**config.mk**
```make
export PLATFORM = sky130hd
export DESIGN_NAME = next_pc_unit
export DESIGN_NICKNAME = d
export VERILOG_FILES = /design/src/rtl/next_pc_unit.sv
export SDC_FILE = /design/constraint.sdc
export NUM_CORES = 1
export LEC_CHECK = 0
export BUFFER_PORTS_ARGS = -buffer_cell sky130_fd_sc_hd__clkbuf_2
export CAP_MARGIN = 20
export CORE_MARGIN = 3
export CORE_UTILIZATION = 40
export CTS_BUF_LIST = sky130_fd_sc_hd__clkbuf_2 sky130_fd_sc_hd__clkbuf_4 sky130_fd_sc_hd__clkbuf_8
export CTS_CLUSTER_DIAMETER = 120
export DETAILED_ROUTE_END_ITERATION = 6
export PLACE_DENSITY = 0.71
export SLEW_MARGIN = 20
export SYNTH_ARGS = -nofsm -noshare
export SYNTH_HDL_FRONTEND = slang
export SYNTH_SLANG_ARGS = --single-unit
export TNS_END_PERCENT = 1
```
**constraint.sdc**
```tcl
create_clock -name clk -period 8.2 [get_ports clk]
set_input_delay 0.41 -clock clk [delete_from_list [all_inputs] [get_ports clk]]
set_output_delay 0.41 -clock clk [all_outputs]
set_load 0.02 [all_outputs]
```
**src/rtl/next_pc_unit.sv**
```systemverilog
module next_pc_unit #(
  parameter int XLEN     = 32,
  parameter int IMM_W    = 16,
  parameter int JFIELD_W = 26,
  parameter logic [XLEN-1:0] RESET_PC = '0
) (
  input  logic            clk,
  input  logic            rst,
  input  logic [XLEN-1:0] instr,
  input  logic            branch,
  input  logic            jump,
  input  logic            zero,
  output logic [XLEN-1:0] pc,
  output logic [XLEN-1:0] pc_plus4,
  output logic [XLEN-1:0] next_pc
);
  localparam int REGION_W = XLEN - JFIELD_W - 2;

  logic [XLEN-1:0] offset_words;
  logic [XLEN-1:0] branch_tgt;
  logic [XLEN-1:0] jump_tgt;
  logic            take_branch;

  assign pc_plus4     = pc + XLEN'(4);
  assign offset_words = {{(XLEN-IMM_W-2){instr[IMM_W-1]}}, instr[IMM_W-1:0], 2'b00};
  assign branch_tgt   = pc_plus4 + offset_words;
  assign jump_tgt     = {pc_plus4[XLEN-1 -: REGION_W], instr[JFIELD_W-1:0], 2'b00};
  assign take_branch  = branch & zero;

  always_comb begin
    if (jump)             next_pc = jump_tgt;
    else if (take_branch) next_pc = branch_tgt;
    else                  next_pc = pc_plus4;
  end

  always_ff @(posedge clk) begin
    if (rst) pc <= RESET_PC;
    else     pc <= next_pc;
  end

  a_r1_reset_value: assert property (@(posedge clk) rst |=> pc == RESET_PC);
  a_r9_pc_follows: assert property (@(posedge clk) disable iff (rst)
    !$past(rst) |-> pc == $past(next_pc));
  a_r5_not_taken: assert property (@(posedge clk) disable iff (rst)
    (branch && !zero && !jump) |-> next_pc == pc_plus4);
  a_r3_sequential: assert property (@(posedge clk) disable iff (rst)
    (!branch && !jump) |=> pc == $past(pc) + XLEN'(4));
  a_r6_jump_region: assert property (@(posedge clk) disable iff (rst)
    jump |-> (next_pc[XLEN-1 -: REGION_W] == pc_plus4[XLEN-1 -: REGION_W]) && (next_pc[1:0] == 2'b00));
  a_r2_pc_aligned: assert property (@(posedge clk) disable iff (rst)
    !$past(rst) |-> pc[1:0] == 2'b00);
endmodule

```
After elaboration in Yosys (flattened, before gate mapping)
Cells that the tools add are included.
{ "word_totals": {"reg_bits": 32, "latch_bits": 0, "ram_bits": 0, "romBits": 0, "in_bits": 37, "output_inout_bits": 96, "word_cells": 6, "memories": 0} }
{ "op_classes": {"addsub": 2, "n_mul": 0, "div": 0, "n_lt_le_gt_ge": 0, "eq_ne": 0, "n_shift": 0, "n_mux": 2, "bitwise_logic": 1, "reduce_logical": 0} }
{ "op_table": {"columns": ["operator", "n"], "rows": [
  ["32-bit 2-to-1 mux", 2],
  ["32-bit by 3-bit adder with 32-bit output, second input constant", 1],
  ["32-bit adder", 1],
  ["1-bit AND", 1]
]} }

Longest topological paths before layout
Gate-level depths: netlist of the first run.
{ "logic_depth": {"depth_word": 4, "ltp_mapped": 16, "mapped_depth_nobuf": 15} }

Worst setup path after synthesis of the first run
Ideal clock, no wire load.
{ "synth_path": {"kind": "register to output", "startpoint": "register pc[2]", "endpoint": "output port next_pc[31]", "arrival_ns": 3.841, "slack_ns": 3.949, "stages_incl_launch_ff": 16, "n_path_buf": 1, "cell_sequence": "dfxtp_1 > ha_1 > nand4_1 > nor2_1 > nand3_2 > nor2_1 > xor2_1 > ha_1 > buf_2 > a21oi_1 > o21bai_1 > a221oi_1 > o31ai_1 > a41oi_2 > o41ai_2 > xnor2_1"} }
{ "synth_via": {"elab_chain_len": 4} }
{ "synth_lines": {"columns": ["item", "line", "text"], "rows": [
  ["from (decl)", "13", "output logic [XLEN-1:0] pc,"],
  ["from (signal assigned)", "38", "else pc <= next_pc;"],
  ["32-bit by 3-bit adder with 32-bit output", "24", "assign pc_plus4 = pc + XLEN'(4);"],
  ["net pc_plus4[24]", "14", "output logic [XLEN-1:0] pc_plus4,"],
  ["32-bit adder", "26", "assign branch_tgt = pc_plus4 + offset_words;"],
  ["32-bit 2-to-1 mux", "32", "else if (take_branch) next_pc = branch_tgt;"],
  ["32-bit 2-to-1 mux", "31", "if (jump) next_pc = jump_tgt;"],
  ["to (decl)", "15", "output logic [XLEN-1:0] next_pc"]
]} }
The timed path passes the listed nets, and every way through them passes these cells.

Worst setup path in the final report of the first run
{ "layout_path": {"startpoint": "register pc[2]", "endpoint": "output port next_pc[31]"} }
{ "layout_via": {"elab_chain_len": 4} }
{ "layout_lines": {"columns": ["item", "line"], "rows": [
  ["32-bit by 3-bit adder with 32-bit output *", "24"],
  ["32-bit adder", "26"],
  ["32-bit 2-to-1 mux", "32"],
  ["32-bit 2-to-1 mux *", "31"]
]} }
Mark *: on every way between the ends. The rest lies on a longest branch, timed or not.

==> qor.yml, run 1 <==
placed_design:
  port_buffers: 126
  placed_cell_area_mm2: 0.00439
  dp_hpwl_mm: 9.70
  place_inst: 701
  gp_congestion: 0.907
synth:
  syn_area_per_cell_um2: 7.65
  synthMuxAreaShare_pct: 1.76
  synth-edff-count: 0
  synth_warnings: 0
  synth_cell_types: 63
  synth-simple-area-share_pct: 24.6
  synth_nets: 558
  synthXorXnorAreaFrac_pct: 12.0
  async_reset_ff_share_pct: 0
  synth_compound_area_share_pct: 27.4
  seq_area_frac_synth_pct: 17.3
  syn_area_mm2: 0.00370
  ys_ff_latch: 32
  syn_inst: 484
  synthFlopType: "dfxtp_1"
  synth_top_family_by_area: "compound AO/OA/AOI/OAI gates"
  synth_adder_area_share_pct: 12.7
setup_path:
  reg2reg_to: "pc[31]$_SDFF_PP0_"
  arrival_ns: 4.63
  end_kind: "output port"
  rrSetupSlack_ns: 3.73
  start_kind: "flop"
  crit_type: "reg -> out"
  worstRegToRegCells: 15
  worstPathRequired_ns: 7.79
  crit_path_max_fanout: 8
  r2r_start: "pc[2]$_SDFF_PP0_"
sta:
  final-hold-violation-count: 0
  finalCritPeriodShare_pct: 61.5
  rsz0062_at_grt: "false"
  worst_pin_slew_ns: 0.854
  finalSetupViolCount: 0
  max_slew_margin_pct: 42.9
  setup_tns_ns: 0
  fin_crit_ns: 5.04
  fmax_mhz: 198
  maxSlewViolCount: 0
  fin_skew_ns: 0.00890
cells_and_area:
  largest_reg_flops: 32
  antenna_cells: 0
  post-route-util_pct: 50.7
  top_register: "pc"
  mostFrequentLayoutCell: "clkbuf_2"
  design_area_mm2: 0.00448
  syn2layout_area_growth_pct: 21.1
  drive_gt1_share_pct: 27.5
  final_cell_mix: "126 x clkbuf_2, 47 x nor2_1, 47 x nand2_1"
  stdcell_count: 709
  finish.net_count: 674
  reg.largest.list: "pc x32"
detailed_routing:
  drc_errors: 0
  drt_wl_total_mm: 12.2
  drt_iter0_markers: 170
  wl_met2_mm: 5.84
  firstDrtPassIters: 5
  routed.top_layer: "met4"
  drtAntennaViolNets: 0
  wl_met3_um: 765
  wl_per_cell_um: 17.2
  vias_per_cell: 5.77
  drt-met1-wl_mm: 5.39
  dr_total_vias: 4091
power_and_ir_drop:
  power_density_mw_per_mm2: 149
  ir_drop_v: 0.0000795
  p_leak_nw: 2.20
hold_path:
  whs_endpoint: "pc[26]$_SDFF_PP0_"
  min_path_cells: 3
  hp-start: "instr[24]"
  hold_path.class: "in -> reg"
global_route:
  grt_pass1_vias: 4016
  grt_remaining_overflow: 0
  antenna_found_initial: 0
  grt_first_pass_wirelength_mm: 19.5
  track_usage_pct: 23.1
  grt_max_degree: 28
cts:
  hold_buffers: 0
  cts_tree: "built"
  cts_buffer_depth: 2
  cts_buffers: 5
  root_buffer: "clkbuf_8"
  h-tree-depth: 2
  clkSinkCount: 32
  insertion_delay_ns: 0.29
  path_clk_slew_ns: 0.07
  cts_setup_buffers: 0
  cts_resized: 0
floorplan:
  die-width_um: 102
  ios: 133
  fp.coreArea_mm2: 0.00885
  fp-row-count: 34
  dieArea_mm2: 0.0105
  initial_utilization_pct: 41.9
  die_y_um: 102
job:
  drv_cap: 0
run_status:
  status: "completed"
## report_power, final
part           total [W]  switching, W  internal, W
clock           0.000137     0.0000694    0.0000672
combinational   0.000347      0.000220     0.000127
sequential      0.000183     0.0000151     0.000168
total           0.000666      0.000305     0.000362
## critical path: stages (launching register included)
cell and delay (ns):
dfxtp_1 0.44, ha_1 0.26, nand4_1 0.18, nor2_1 0.58, nand3_2 0.29, nor2_1 0.20
xnor2_1 0.23, ha_1 0.40, a21o_1 0.22, o21bai_1 0.21, a221oi_1 0.50, o31ai_1 0.14
a41oi_2 0.19, o41ai_2 0.12, xnor2_1 0.17, clkbuf_2 0.19
## cell families (layout without fill, tap and decap cells)
family	after synthesis	in the layout
AO/OA/AOI/OAI	140	140
XOR/XNOR	50	50
adder cells (fa/ha/maj)	37	37
buffers and inverters	37	154
flip-flops	32	32
multiplexers	6	6
AND/OR/NAND/NOR	182	182
## Yosys cell counts (all sizes together), types with 5 or more instances
| cell type | count | share of area (%) |
|---|---|---|
| nand2 | 48 | 4.9 |
| nor2 | 47 | 4.8 |
| a21oi | 44 | 6.9 |
| ha | 36 | 12 |
| dfxtp | 32 | 17 |
| and2 | 25 | 4.3 |
| xnor2 | 25 | 6.1 |
| xor2 | 25 | 5.9 |
| o21ai | 21 | 2.9 |
| inv | 18 | 1.8 |
| nand3 | 17 | 2.4 |
| a211oi | 14 | 3.1 |
| a21o | 13 | 2.6 |
| nand4 | 13 | 2.2 |
| clkbuf | 12 | 1.2 |
| nor3 | 10 | 1.8 |
| and3 | 7 | 1.2 |
| o22ai | 7 | 1.2 |
| buf | 6 | 1.1 |
| nor2b | 6 | 1.0 |
| o21bai | 6 | 1.2 |
| o21a | 5 | 1.0 |
## worst max path at each step
stage,start,endpoint,slack [ns],depth (start not counted)
floorplan,pc[2]$_SDFF_PP0_,next_pc[31],3.95,15
global placement,pc[2]$_SDFF_PP0_,next_pc[31],3.59,15
detailed placement,pc[2]$_SDFF_PP0_,next_pc[31],3.54,16
CTS,pc[2]$_SDFF_PP0_,next_pc[31],3.23,15
global route,pc[2]$_SDFF_PP0_,next_pc[30],2.86,16
finish,pc[2]$_SDFF_PP0_,next_pc[31],3.16,15
## stage by stage
step	setup WS (ns)	hold WS [ns]	power, W
floorplan	3.95	0.573	0.000431
global placement	3.59	0.626	0.000524
detailed placement	3.54	0.631	0.000530
CTS	3.23	0.374	0.000666
global route	2.86	0.417	0.000707
finish	3.16	0.376	0.000666
## area by class of cell
cell class              instances  area [µm²]
repair buffers                127         638
clock buffers                   6        82.6
fillers                       903        4360
multi-input cells             415        2910
inverters                      19        71.3
well taps                     108         135
flip-flops and latches         32         641
clock inverters                 2        10.0
## metal layers
metal  track usage, %  up-vias
met2             39.6      163
met3             2.18       14
met4             6.56        0
li1                 -     1987
met5                0        -
met1             31.0     1927
Power figures use the tool's default switching activity.
==> inputs of run 2 (changes only) <==
Clock period 8.2 ns to 4.9 ns, I/O delays scaled along.
==> run 2 against run 1 <==
  * Critical endpoint unchanged
  * Register-to-register slack got worse by 3.0 ns
  * Critical path depth rose by 1
  * Sequential share of layout area fell by 0.11 points
  * Clock power rose by 75%
==> qor.yml, run 2 (synthesized netlist as in run 1, its figures left out) <==
run_status:
  status: "completed"
cts:
  cts_setup_buffers: 0
  clkSinkCount: 32
  cts_buffers: 5
  cts_tree: "built"
  h-tree-depth: 2
  insertion_delay_ns: 0.29
  cts_buffer_depth: 2
  root_buffer: "clkbuf_8"
  path_clk_slew_ns: 0.09
  hold_buffers: 0
  cts_resized: 0
cells_and_area:
  mostFrequentLayoutCell: "clkbuf_2"
  largest_reg_flops: 32
  antenna_cells: 0
  final_cell_mix: "126 x clkbuf_2, 47 x nand2_1, 46 x nor2_1"
  seqCellArea_um2: 641
  fillCellCount: 881
  stdcell_count: 712
  reg.largest.list: "pc x32"
  finish.net_count: 678
  drive_gt1_share_pct: 28.0
  syn2layout_area_growth_pct: 22.1
  top_register: "pc"
  multi_input_area_mm2: 0.00291
detailed_routing:
  firstDrtPassIters: 4
  drtAntennaViolNets: 0
  drt_wl_total_mm: 12.2
  drc_errors: 0
  vias_per_cell: 5.69
  wl_per_cell_um: 17.2
  drt_iter0_markers: 220
  dr_total_vias: 4054
floorplan:
  fp.coreArea_mm2: 0.00885
  initial_utilization_pct: 41.9
  die_y_um: 102
  dieArea_mm2: 0.0105
  die-width_um: 102
  ios: 133
  fp-row-count: 34
setup_path:
  start_kind: "flop"
  arrival_ns: 4.30
  end_kind: "output port"
  worstPathRequired_ns: 4.66
  max_stage_delay_ns: 0.51
  crit_type: "reg -> out"
  slowest_stage: "a221oi_1"
  crit_path_max_fanout: 8
  crit_chain: "ha_1 > nand4_1 > nor2_2 > nand3_2 > nor2_1 > xnor2_1 > ha_1 > a21o_1 > o21bai_1 > a221oi_1 > nand4_1 > o31ai_1 > a41oi_2 > o41ai_2 > xnor2_1 > clkbuf_2"
sta:
  setup_tns_ns: 0
  fin_skew_ns: 0.0124
  maxSlewViolCount: 0
  rsz0062_at_grt: "false"
  hold_slack_ns: 0.191
  fmax_mhz: 220
  finalSetupViolCount: 0
  finalCritPeriodShare_pct: 92.7
  max_slew_margin_pct: 47.4
  worst_pin_slew_ns: 0.786
  fin_crit_ns: 4.54
  final-hold-violation-count: 0
placed_design:
  dp_hpwl_mm: 9.68
  gp_congestion: 0.934
  port_buffers: 126
  place_inst: 705
global_route:
  grt_first_pass_wirelength_mm: 19.6
  track_usage_pct: 23.3
  grt_max_degree: 28
  antenna_found_initial: 0
  grt_remaining_overflow: 0
  grt_pass1_vias: 3936
power_and_ir_drop:
  p_switching_w: 0.000509
  ir_drop_v: 0.000120
  pwr-share-seq_pct: 27.0
  power_frac_clock_pct: 21.2
  p_int_w: 0.000620
  combPwrFrac_pct: 51.7
  swShare_pct: 45.1
  power_density_mw_per_mm2: 250
  p_leak_nw: 2.22
hold_path:
  hold_path.class: "in -> reg"
job:
  drv_cap: 0
run 2: worst max-delay path, delay by kind of cell, from the launching register on:
family | cells | cell delay, ns
compound gates | 6 | 1.25
xor+xnor | 2 | 0.42
fa+ha+maj | 2 | 0.65
buf+inv | 1 | 0.19
flops | 1 | 0.38
simple gates | 5 | 1.12
run 2: layout make-up:
cell class / instances / area share (%)
Clock buffer: 7 / 2.13
Inverter: 19 / 1.58
Multi-Input combinational cell: 415 / 64.4
Sequential cell: 32 / 14.2
Tap cell: 108 / 2.99
Timing Repair Buffer: 131 / 14.8
run 2: path summary, 6_finish.rpt:
kind                            slack, ns  cells past startpoint           endpoint             start
worst min-delay path                 0.19                      3  pc[26]$_SDFF_PP0_         instr[24]
worst min register to register       0.65                      2   pc[1]$_SDFF_PP0_  pc[1]$_SDFF_PP0_
worst max-delay path                 0.36                     16        next_pc[31]  pc[3]$_SDFF_PP0_
worst max register to register       0.76                     15  pc[31]$_SDFF_PP0_  pc[3]$_SDFF_PP0_
run 2: per-stage QoR:
stage / utilization, % / setup slack (ns) / instance area (µm²) / power, W
detailed placement: 50.0 / 0.524 / 4420 / 0.000886
global route: 51.1 / 0.105 / 4520 / 0.00120
floorplan: - / 0.814 / 3700 / 0.000722
global placement: 50.0 / 0.635 / 4420 / 0.000878
CTS: 51.1 / 0.205 / 4520 / 0.00112
finish: 51.1 / 0.356 / 4520 / 0.00113
run 2: layer usage:
metal / wire (µm) / GRT usage, %
met5: 0 / 0
met4: 241 / 7.77
met3: 616 / 2.73
met2: 5640 / 37.5
met1: 5740 / 32.2
run 2: power by group through the flow:
stage                     logic [W]  clock network (W)  registers (W)
final                      0.000584           0.000240       0.000305
after global routing       0.000636           0.000254       0.000309
after CTS                  0.000580           0.000240       0.000305
after detailed placement   0.000576                  0       0.000311
after global placement     0.000569                  0       0.000309
after floorplan            0.000391                  0       0.000331
